**src/rtl/zdet_pkg.sv**
```systemverilog
package zdet_pkg;

  // Default sample width of one PCM channel.
  localparam int unsigned ZDET_SAMPLE_W = 24;

  // Default qualification window in frames.
  localparam int unsigned ZDET_RUN_FRAMES = 8192;

  // Number of channels watched together.
  localparam int unsigned ZDET_NUM_CH = 2;

  // Channel index names used by the generate loop.
  typedef enum logic {
    ZCH_LEFT  = 1'b0,
    ZCH_RIGHT = 1'b1
  } zdet_ch_e;

endpackage

```
**src/rtl/zdet_rst_sync.sv**
```systemverilog
module zdet_rst_sync #(
  parameter int unsigned STAGES = 2
) (
  input  logic clk,
  input  logic rst_n,
  output logic rst_sync_n
);

  logic [STAGES-1:0] sync_q;
  logic [STAGES-1:0] sync_d;

  always_comb begin
    sync_d = {sync_q[STAGES-2:0], 1'b1};
  end

  always_ff @(posedge clk or negedge rst_n) begin
    if (!rst_n) begin
      sync_q <= '0;
    end else begin
      sync_q <= sync_d;
    end
  end

  assign rst_sync_n = sync_q[STAGES-1];

endmodule

```
**src/rtl/zdet_chan_zero.sv**
```systemverilog
module zdet_chan_zero #(
  parameter int unsigned SAMPLE_W = 24
) (
  input  logic [SAMPLE_W-1:0] sample,
  output logic                is_zero
);

  // Whole-word test: every bit, including sign and LSB, must be clear.
  always_comb begin
    is_zero = (sample == '0);
  end

endmodule

```
**src/rtl/zdet_run_counter.sv**
```systemverilog
module zdet_run_counter #(
  parameter int unsigned RUN_FRAMES = 8192,
  parameter int unsigned CNT_W      = $clog2(RUN_FRAMES + 1)
) (
  input  logic             clk,
  input  logic             rst_n,
  input  logic             hold_clr,
  input  logic             strobe,
  input  logic             all_zero,
  output logic [CNT_W-1:0] run_cnt,
  output logic             run_last
);

  localparam logic [CNT_W-1:0] RUN_LIM  = CNT_W'(RUN_FRAMES);
  localparam logic [CNT_W-1:0] RUN_PRE  = CNT_W'(RUN_FRAMES - 1);

  logic [CNT_W-1:0] cnt_q;
  logic [CNT_W-1:0] cnt_d;
  logic             cnt_en;

  // Clock enable: a strobe or a power-down hold updates the counter.
  always_comb begin
    cnt_en = strobe | hold_clr;
    cnt_d  = cnt_q;
    if (hold_clr) begin
      cnt_d = '0;
    end else if (strobe) begin
      if (!all_zero) begin
        cnt_d = '0;
      end else if (cnt_q != RUN_LIM) begin
        cnt_d = cnt_q + 1'b1;
      end
    end
  end

  always_ff @(posedge clk or negedge rst_n) begin
    if (!rst_n) begin
      cnt_q <= '0;
    end else if (cnt_en) begin
      cnt_q <= cnt_d;
    end
  end

  assign run_cnt  = cnt_q;
  // High when the next all-zero frame completes (or keeps) a full run.
  assign run_last = (cnt_q >= RUN_PRE);

  p_count_bounded_r7: assert property (@(posedge clk) disable iff (!rst_n)
    cnt_q <= RUN_LIM);

  p_count_step_r1: assert property (@(posedge clk) disable iff (!rst_n)
    (strobe && all_zero && !hold_clr && (cnt_q != RUN_LIM))
      |=> (cnt_q == $past(cnt_q) + 1'b1));

  p_count_restart_r2: assert property (@(posedge clk) disable iff (!rst_n)
    (strobe && !all_zero) |=> (cnt_q == '0));

  p_count_hold_r3: assert property (@(posedge clk) disable iff (!rst_n)
    hold_clr |=> (cnt_q == '0));

  p_count_idle_r5: assert property (@(posedge clk) disable iff (!rst_n)
    (!strobe && !hold_clr) |=> $stable(cnt_q));

endmodule

```
**src/rtl/zdet_stereo.sv**
```systemverilog
module zdet_stereo
  import zdet_pkg::*;
#(
  parameter int unsigned SAMPLE_W   = ZDET_SAMPLE_W,
  parameter int unsigned RUN_FRAMES = ZDET_RUN_FRAMES
) (
  input  logic                clk,
  input  logic                rst_n,
  input  logic                pwr_dn,
  input  logic                frame_vld,
  input  logic [SAMPLE_W-1:0] smp_left,
  input  logic [SAMPLE_W-1:0] smp_right,
  output logic                zero_flag
);

  localparam int unsigned CNT_W = $clog2(RUN_FRAMES + 1);
  localparam logic [CNT_W-1:0] RUN_LIM = CNT_W'(RUN_FRAMES);

  logic                                   rst_sync_n;
  logic [ZDET_NUM_CH-1:0][SAMPLE_W-1:0]   ch_smp;
  logic [ZDET_NUM_CH-1:0]                 ch_zero;
  logic                                   both_zero;
  logic [CNT_W-1:0]                       run_cnt;
  logic                                   run_last;
  logic                                   flag_q;
  logic                                   flag_d;
  logic                                   flag_en;

  zdet_rst_sync #(
    .STAGES(2)
  ) u_rst_sync (
    .clk       (clk),
    .rst_n     (rst_n),
    .rst_sync_n(rst_sync_n)
  );

  assign ch_smp[ZCH_LEFT]  = smp_left;
  assign ch_smp[ZCH_RIGHT] = smp_right;

  for (genvar gi = 0; gi < ZDET_NUM_CH; gi++) begin : g_chan
    zdet_chan_zero #(
      .SAMPLE_W(SAMPLE_W)
    ) u_chan_zero (
      .sample (ch_smp[gi]),
      .is_zero(ch_zero[gi])
    );
  end

  assign both_zero = &ch_zero;

  zdet_run_counter #(
    .RUN_FRAMES(RUN_FRAMES),
    .CNT_W     (CNT_W)
  ) u_run_counter (
    .clk     (clk),
    .rst_n   (rst_sync_n),
    .hold_clr(pwr_dn),
    .strobe  (frame_vld),
    .all_zero(both_zero),
    .run_cnt (run_cnt),
    .run_last(run_last)
  );

  // Flag next state: set on the frame that completes the run, cleared by
  // any nonzero frame or by power-down, held otherwise.
  always_comb begin
    flag_en = frame_vld | pwr_dn;
    flag_d  = flag_q;
    if (pwr_dn) begin
      flag_d = 1'b0;
    end else if (frame_vld) begin
      flag_d = both_zero & run_last;
    end
  end

  always_ff @(posedge clk or negedge rst_sync_n) begin
    if (!rst_sync_n) begin
      flag_q <= 1'b0;
    end else if (flag_en) begin
      flag_q <= flag_d;
    end
  end

  assign zero_flag = flag_q;

  p_flag_full_run_r1: assert property (@(posedge clk) disable iff (!rst_sync_n)
    zero_flag |-> (run_cnt == RUN_LIM));

  p_nonzero_drops_r2: assert property (@(posedge clk) disable iff (!rst_sync_n)
    (frame_vld && ((smp_left != '0) || (smp_right != '0))) |=> !zero_flag);

  p_pwrdn_low_r3: assert property (@(posedge clk) disable iff (!rst_sync_n)
    pwr_dn |=> !zero_flag);

  p_idle_stable_r5: assert property (@(posedge clk) disable iff (!rst_sync_n)
    (!frame_vld && !pwr_dn) |=> $stable(zero_flag));

  p_flag_sticks_r7: assert property (@(posedge clk) disable iff (!rst_sync_n)
    (zero_flag && frame_vld && !pwr_dn && (smp_left == '0) && (smp_right == '0))
      |=> zero_flag);

endmodule

```
**config.mk**
```make
export PLATFORM = sky130hd
export DESIGN_NAME = zdet_stereo
export DESIGN_NICKNAME = d
export VERILOG_FILES = /design/src/rtl/zdet_pkg.sv /design/src/rtl/zdet_rst_sync.sv /design/src/rtl/zdet_chan_zero.sv /design/src/rtl/zdet_run_counter.sv /design/src/rtl/zdet_stereo.sv
export SDC_FILE = /design/constraint.sdc
export NUM_CORES = 1
export LEC_CHECK = 0
export ABC_AREA = 1
export BUFFER_PORTS_ARGS = -buffer_cell sky130_fd_sc_hd__clkbuf_2
export CORE_MARGIN = 8
export CORE_UTILIZATION = 40
export CTS_CLUSTER_DIAMETER = 200
export DETAILED_ROUTE_END_ITERATION = 8
export GPL_ROUTABILITY_DRIVEN = 0
export PLACE_DENSITY = 0.67
export SLEW_MARGIN = 10
export SYNTH_ARGS = -nofsm -noshare
export SYNTH_HDL_FRONTEND = slang
export SYNTH_SLANG_ARGS = --single-unit
```
**constraint.sdc**
```tcl
create_clock -name clk -period 0.8 [get_ports clk]
set_input_delay 0.12 -clock clk [delete_from_list [all_inputs] [get_ports clk]]
set_output_delay 0.12 -clock clk [all_outputs]
set_load 0.02 [all_outputs]
```
# Yosys cells after proc, flatten, opt, wreduce, memory -nomap -nowiden

Index checks and enable logic that the tools add are counted.
Widths: inputs -> output; s select.

Memories kept: 0
Logic and storage cells: 21
Bits in read-only memories: 0
Input port bits: 52
Latch bits: 0
Register bits after elaboration: 17
Output and inout bits: 1
Bits in writable memories: 0

Muxes and demuxes: 6
Reduce and logical (&&, ||, !) cells: 6
Bitwise gates (word level): 2
Shifts and indexed selects: 0
Div/mod/pow operators: 0
Magnitude comparators: 1
Add/subtract/negate cells: 1
Equal/unequal tests: 2
Multiply operators: 0

Operator list:

| operator              | number |
|---|---|
| $mux 14               | 4 |
| $logic_not 24->1      | 2 |
| $add 14x1->14 const B | 1 |
| $ge 14x13->1 const B  | 1 |
| $ne 14x14->1 const B  | 1 |
| $reduce_and 2->1      | 2 |
| $ne 3x2->1 const B    | 1 |
| $reduce_and 3->1      | 1 |
| $mux 1                | 2 |
| $reduce_bool 2->1     | 1 |
| $and 1x1->1           | 1 |
| $or 1x1->1            | 1 |

# Depth between registers and ports, before layout

Gate-level depths: netlist of the first run.

Depth in word-level cells: 5
Depth in mapped cells: 11
Mapped depth without buffers: 10

# Cells and area by module

Synthesis of the first run repeated with hierarchy kept, for this count alone.

Cells, all modules: 205
Area total of the unflattened synthesis: 1257.5 sq um

By module, submodules not included:

| module           | seq. area each (sq um) | area each (sq um) | cells each | times used |
|---|---|---|---|---|
| zdet_run_counter | 350.3                  | 979.7             | 151        | 1 |
| zdet_chan_zero   | 0.0                    | 83.8              | 21         | 2 |
| zdet_stereo      | 25.0                   | 56.3              | 9          | 1 |
| zdet_rst_sync    | 50.0                   | 53.8              | 3          | 1 |

# Least setup slack after synthesis of the first run

Ideal clock, no wire load.

Path kind: register to register
Start point: register u_run_counter.cnt_q[0] (netlist: u_run_counter.run_cnt[0])
End point: register u_run_counter.cnt_q[10] (netlist: u_run_counter.run_cnt[10])
Cell stages (with the launch flop): 11
Required time: 0.674 ns
Arrival time: 1.352 ns
Clock period less this slack: 1.478 ns
Setup slack: -0.678 ns
Cell sequence: dfrtp_1 inv_1 ha_1 nand2_1 nor3_1 nand2_1 nor2_2 nand3_2 nand2_4 buf_6 o21ai_0

Word-level cells in the longest chain between the ends: 5

Ends and longest elaborated chain:

| what                     | line                   | source |
|---|---|---|
| start: declaration       | zdet_run_counter.sv:17 | `logic [CNT_W-1:0] cnt_q;` |
| start signal: assignment | zdet_run_counter.sv:40 | `cnt_q <= cnt_d;` |
| $add 14x1->14            | zdet_run_counter.sv:31 | `cnt_d = cnt_q + 1'b1;` |
| $mux 14                  | zdet_run_counter.sv:30 | `end else if (cnt_q != RUN_LIM) begin` |
| $mux 14                  | zdet_run_counter.sv:28 | `if (!all_zero) begin` |
| $mux 14                  | zdet_run_counter.sv:27 | `end else if (strobe) begin` |
| $mux 14                  | zdet_run_counter.sv:25 | `if (hold_clr) begin` |

Several ways; a longest one is shown, not always the timed one. The select of a mux whose other input is x is not followed.
A chain may end at the register's enable or synchronous reset.

# Final worst setup path of the first run

Start point: register u_run_counter.cnt_q[0] (netlist: u_run_counter.run_cnt[0])
End point: register u_run_counter.cnt_q[12] (netlist: u_run_counter.run_cnt[12])

Same word-level chain as after synthesis.

==> flow_metrics.py, run 1 <==
metrics = {
    "synth": {
        "async_reset_ff_share_pct": 100,
        "synth.cell_area_um2": 1460,
        "synth-seq-cells": 17,
        "ys_warn_count": 0,
        "synth_edf_count": 0,
        "avgSynthCellArea_um2": 6.14,
        "synth_nets": 292,
        "ys_seq_area_share_pct": 29.1,
        "synth-main-ff-cell": "dfrtp_1",
        "syn_inst": 238,
        "synth_cell_types": 25,
    },
    "worst_setup_path": {
        "critPathMaxFanout": 4,
        "worst_setup_path_start_kind": "register",
        "criticalPathCategory": "register to register",
        "crit_arrival_ps": 1740,
        "slowest_delay_ps": 410,
        "cp_cell_sequence": "ha_2 > nand2_2 > nor2_4 > buf_4 > nand3_1 > nand2_1 > nand2_1 > inv_1 > nand3_1 > o21ai_1",
        "cp_data_required_time_ps": 1030,
        "cp_slowest_cell": "dfrtp_1",
        "worst_setup_path_end_kind": "register",
    },
    "clock_tree": {
        "root_buffer": "clkbuf_4",
        "htreeDepth": 1,
        "cts_tree": "done",
        "cts_made_buffers": 3,
        "cts.sinks": 17,
        "clk_latency_ps": 300,
        "clkTransAtPathRegs_ps": 100,
        "clk_path_buf_depth": 2,
    },
    "final_layout": {
        "layout_common_cells": "nor2_1, nand2_1, clkbuf_2",
        "drive_gt1_share_pct": 34.5,
        "area_delta_synth_final_pct": 42.4,
        "fin_nets": 377,
        "num_antenna_cells": 0,
        "fin_area_um2": 2080,
        "mostFrequentLayoutCell": "nor2_1",
        "final_cells": 370,
    },
    "route": {
        "drc": 0,
        "via_count": 1673,
        "firstDrtPassIters": 4,
        "drt_iter0_drc": 115,
        "postRouteAntennaNets": 0,
        "wl_per_cell_um": 10.6,
        "viasPerCell": 4.52,
        "routed_wl_um": 3920,
    },
    "floorplan": {
        "core-area_um2": 3580,
        "io-pin-count": 53,
        "row_count": 22,
        "die_h_um": 76.4,
        "dieArea_um2": 5840,
        "initial_core_util_pct": 40.8,
        "die_width_um": 76.4,
    },
    "global_route": {
        "antenna_found_initial": 0,
        "grt_pass1_vias": 1569,
        "grt_pass1_wl_um": 6770,
        "overflow": 0,
        "grt.total_usage_pct": 13.5,
        "grt_max_degree": 16,
    },
    "placed_design": {
        "placed_cells": 362,
        "portBuffers": 52,
        "dpl_cell_area_um2": 1980,
        "dp_hpwl_um": 3270,
        "dp_slack_ps": -708,
    },
    "pwr": {
        "p_leak_nw": 1.03,
        "power.density_nw_per_um2": 793,
        "peakVddDrop_uv": 687,
    },
    "worst_hold_path": {
        "hold_class": "primary input to asynchronous set/reset pin",
    },
    "sta": {
        "setup_ws_ps": -716,
        "whs_ps": 139,
        "period_share_pct": 189,
        "finalSetupViolCount": 16,
        "finalHoldViolations": 0,
        "rsz0062_at_grt": "yes",
        "final-max-slew-violation-count": 0,
        "max_freq_mhz": 660,
        "fin_skew_ps": 12.7,
        "min_period_ps": 1520,
    },
    "status": {
        "violations": "negative setup slack",
        "outcome": "complete, but fails checks",
    },
    "run": {
        "cap_violations": 0,
    },
}
==> critical path: cells and delay by family, from the launching register on <==
kind            cells  cell delay [ps]
simple gates        6              490
flops               1              410
fa+ha+maj           1              220
buf+inv             2              180
compound gates      1              150
==> sequential cells by signal, summed over array words and instances, names as in the netlist <==
signal / flops
u_rst_sync.sync_q: 2
u_run_counter.run_cnt: 14
zero_flag: 1
==> cell type report <==
| type | count | area (µm²) |
|---|---|---|
| tap | 48 | 60.1 |
| inverter | 18 | 67.6 |
| sequential | 17 | 425 |
| timing repair buffer | 84 | 534 |
| fill | 366 | 1500 |
| multi-input combinational | 199 | 967 |
| clock buffer | 4 | 26.3 |
==> what timing repair did <==
item,in CTS,in global routing
hold endpoints to repair,2,0
hold buffers,1,0
endpoints found under the setup margin,16,16
buffers inserted,1,2
gates resized for setup,2,11
pin swaps,1,4
==> path summary, 6_finish.rpt <==
check,startpoint,end,slack (ps),cells past startpoint
setup / recovery,u_run_counter.run_cnt[0],u_run_counter.run_cnt[12],-720,10
hold / removal,rst_n,u_rst_sync.sync_q[0],140,2
setup reg to reg,u_run_counter.run_cnt[0],u_run_counter.run_cnt[12],-720,10
hold reg to reg,u_rst_sync.sync_q[1],u_run_counter.run_cnt[6],170,1
max in group asynchronous,u_rst_sync.sync_q[1],u_run_counter.run_cnt[2],440,1
min in group clk,frame_vld,zero_flag,210,5
==> synthesized netlist by cell type, drive strengths merged (2+ instances only) <==
cell   instances  area share [%]
xor2           7             4.2
nor3           3             1.0
buf            4             2.7
nand4          4             1.7
inv           17             4.4
dfrtp         17              29
ha             2             1.7
nand2         68              18
nor2          73              20
o21ai         14             6.3
nand3         23             8.2
==> cell families (layout without fill, tap and decap cells) <==
| group | after synthesis | count (layout) | share of synthesized area (%) |
|---|---|---|---|
| other cells | 1 | 1 | 0.257 |
| simple gates | 173 | 173 | 50.0 |
| fa+ha+maj | 2 | 2 | 1.71 |
| flops | 17 | 17 | 29.1 |
| xor+xnor | 8 | 8 | 4.79 |
| compound gates | 15 | 15 | 6.85 |
| buf+inv | 22 | 106 | 7.28 |
==> metal layers <==
metal	wire, µm	up-vias	GRT usage, %
met4	0	0	2.31
met1	1720	736	16.2
met2	2060	24	24.1
li1	-	913	-
met3	141	0	3.07
met5	0	-	0
==> per-stage QoR <==
stage / power, mW / TNS (ps) / util [%]
6_report: 1.65 / -10320 / 58.1
5_1_grt: 1.76 / -12730 / 58.1
4_1_cts: 1.67 / -10640 / 56.8
3_5_place_dp: 1.20 / -10390 / 55.3
3_3_place_gp: 1.20 / -9840 / 55.3
2_1_floorplan: 1.00 / -9420 / -
==> power by group <==
part | total, mW | switching, mW | leakage [nW] | internal, mW
Sequential | 0.865 | 0.00113 | 0.233 | 0.864
Clock | 0.464 | 0.270 | 0.0150 | 0.194
Combinational | 0.322 | 0.159 | 0.781 | 0.162
Note: power is estimated with default switching activity, not from simulation.
==> run 2, diff against run 1 <==
CORE_UTILIZATION = 30   (was 40)
PLACE_DENSITY = not set   (was 0.67)
==> run 2 against run 1 <==
The flow still finishes with violations (negative setup slack). First-iteration DRC count decreased by 43%. Critical path depth increased by 1. Die area increased by 26%. Core utilization down 11 points. Register-to-register slack barely moved. Sequential share of layout area is 1.5 points lower. Clock skew is 11 ps lower. Clock-buffer cell count decreased by 1. Highest routed layer is now met4.
==> flow_metrics.py, run 2 (synthesis gave the netlist of run 1 again) <==
metrics = {
    "pwr": {
        "p_leak_nw": 1.12,
        "peakVddDrop_uv": 473,
        "power.density_nw_per_um2": 845,
    },
    "floorplan": {
        "initial_core_util_pct": 30.9,
        "dieArea_um2": 7360,
        "core-area_um2": 4720,
        "row_count": 25,
        "die_h_um": 85.8,
        "die_width_um": 85.8,
        "io-pin-count": 53,
    },
    "sta": {
        "rsz0062_at_grt": "yes",
        "setup_ws_ps": -712,
        "finalHoldViolations": 0,
        "min_period_ps": 1510,
        "period_share_pct": 189,
        "final-max-slew-violation-count": 0,
        "max_freq_mhz": 662,
        "finalSetupViolCount": 16,
        "whs_ps": 180,
        "fin_skew_ps": 1.36,
    },
    "global_route": {
        "grt_max_degree": 16,
        "grt_pass1_vias": 1716,
        "antenna_found_initial": 0,
        "grt_pass1_wl_um": 7130,
        "overflow": 0,
        "grt.total_usage_pct": 11.7,
    },
    "worst_setup_path": {
        "worst_setup_path_start_kind": "register",
        "slowest_delay_ps": 410,
        "crit_arrival_ps": 1700,
        "critPathMaxFanout": 8,
        "critPathTopFamily": "simple AND/OR/NAND/NOR gates",
        "cp_slowest_cell": "dfrtp_1",
        "cpMostUsedCell": "nand2_2",
        "cp_num_buf_inv": 2,
        "cp_cell_sequence": "inv_2 > ha_4 > nand2_2 > nor3_2 > nand2_1 > nor2_2 > nand3_2 > nand2_4 > buf_12 > nand2_2 > o21ai_1",
        "worst_setup_path_end_kind": "register",
        "criticalPathCategory": "register to register",
        "cp_data_required_time_ps": 980,
    },
    "status": {
        "violations": "negative setup slack",
        "outcome": "complete, but fails checks",
    },
    "run": {
        "cap_violations": 0,
    },
    "route": {
        "drc": 0,
        "firstDrtPassIters": 4,
        "drt_iter0_drc": 66,
        "viasPerCell": 4.38,
        "wl_per_cell_um": 11.2,
        "via_count": 1727,
        "routed_wl_um": 4400,
        "postRouteAntennaNets": 0,
    },
    "clock_tree": {
        "clk_latency_ps": 250,
        "htreeDepth": 1,
        "cts.sinks": 17,
        "cts_made_buffers": 3,
        "clkTransAtPathRegs_ps": 70,
        "root_buffer": "clkbuf_8",
        "cts_tree": "done",
        "clk_path_buf_depth": 2,
    },
    "final_layout": {
        "num_antenna_cells": 0,
        "area_delta_synth_final_pct": 53.7,
        "mostFrequentLayoutCell": "nor2_1",
        "fin_nets": 382,
        "final_cells": 394,
        "largest_reg_flops": 14,
        "drive_gt1_share_pct": 38.8,
        "layout_common_cells": "nor2_1, nand2_1, clkbuf_2",
        "fill_cells": 486,
    },
    "placed_design": {
        "dp_hpwl_um": 3560,
        "placed_cells": 383,
        "portBuffers": 52,
    },
    "worst_hold_path": {
        "hold_class": "register to asynchronous set/reset pin",
    },
}
[run 2: metrics by stage]
step	power [mW]	util, %	setup TNS (ps)	worst slack (ps)	instance area (µm²)
after floorplan	1.00	-	-9420	-669	1460
after CTS	1.89	45.0	-10520	-709	2120
after global placement	1.22	43.0	-9870	-673	2030
final	1.90	47.5	-10510	-712	2250
after global routing	1.99	47.5	-11800	-805	2250
after detailed placement	1.22	43.0	-10470	-714	2030
[run 2: worst register-to-register path, stage by stage, from the launching register on]
cell and delay (ps):
dfrtp_1 410, inv_2 90, ha_4 130, nand2_2 40, nor3_2 90, nand2_1 70
nor2_2 90, nand3_2 100, nand2_4 160, buf_12 150, nand2_2 50, o21ai_1 60
[run 2: final timing paths]
path | start | slack (ps) | endpoint | cells past startpoint
min in group clk | frame_vld | 240 | zero_flag | 5
max reg2reg | u_run_counter.run_cnt[0] | -710 | u_run_counter.run_cnt[8] | 11
max in group asynchronous | u_rst_sync.sync_q[1] | 440 | u_run_counter.run_cnt[7] | 1
min | u_rst_sync.sync_q[1] | 180 | u_run_counter.run_cnt[2] | 1
max | u_run_counter.run_cnt[0] | -710 | u_run_counter.run_cnt[8] | 11
min reg2reg | u_rst_sync.sync_q[1] | 180 | u_run_counter.run_cnt[2] | 1
[run 2: routing by layer]
| metal | part of all wire [%] | track usage (%) |
|---|---|---|
| met5 | 0 | 0 |
| met2 | 55 | 22.6 |
| met1 | 43 | 12.9 |
| met3 | 1.1 | 1.81 |
| met4 | 0.48 | 2.71 |
[run 2: layout make-up]
cell class                 instances  area, µm²  area share, %
multi-input combinational        199       1020           45.3
timing repair buffer              89        606           27.0
inverter                          18       67.6           3.01
clock inverter                     1       5.00          0.223
clock buffer                       3       41.3           1.84
sequential                        17        425           18.9
tap                               67       83.8           3.73
[run 2: power by group]
| group | leakage [nW] | switching, mW | total [mW] | internal (mW) |
|---|---|---|---|---|
| clock | 0.0255 | 0.328 | 0.674 | 0.346 |
| sequential | 0.233 | 0.00101 | 0.865 | 0.864 |
| combinational | 0.865 | 0.177 | 0.359 | 0.183 |
| total | 1.12 | 0.505 | 1.90 | 1.39 |
[run 2: what timing repair did]
| action | in CTS | in global routing |
|---|---|---|
| cloned | 0 | 1 |
| hold buffers | 1 | 0 |
| endpoints found under the hold margin | 2 | 0 |
| resized for setup | 4 | 25 |
| setup buffers | 3 | 2 |
| pin swaps | 2 | 7 |
| setup endpoints to repair | 16 | 16 |
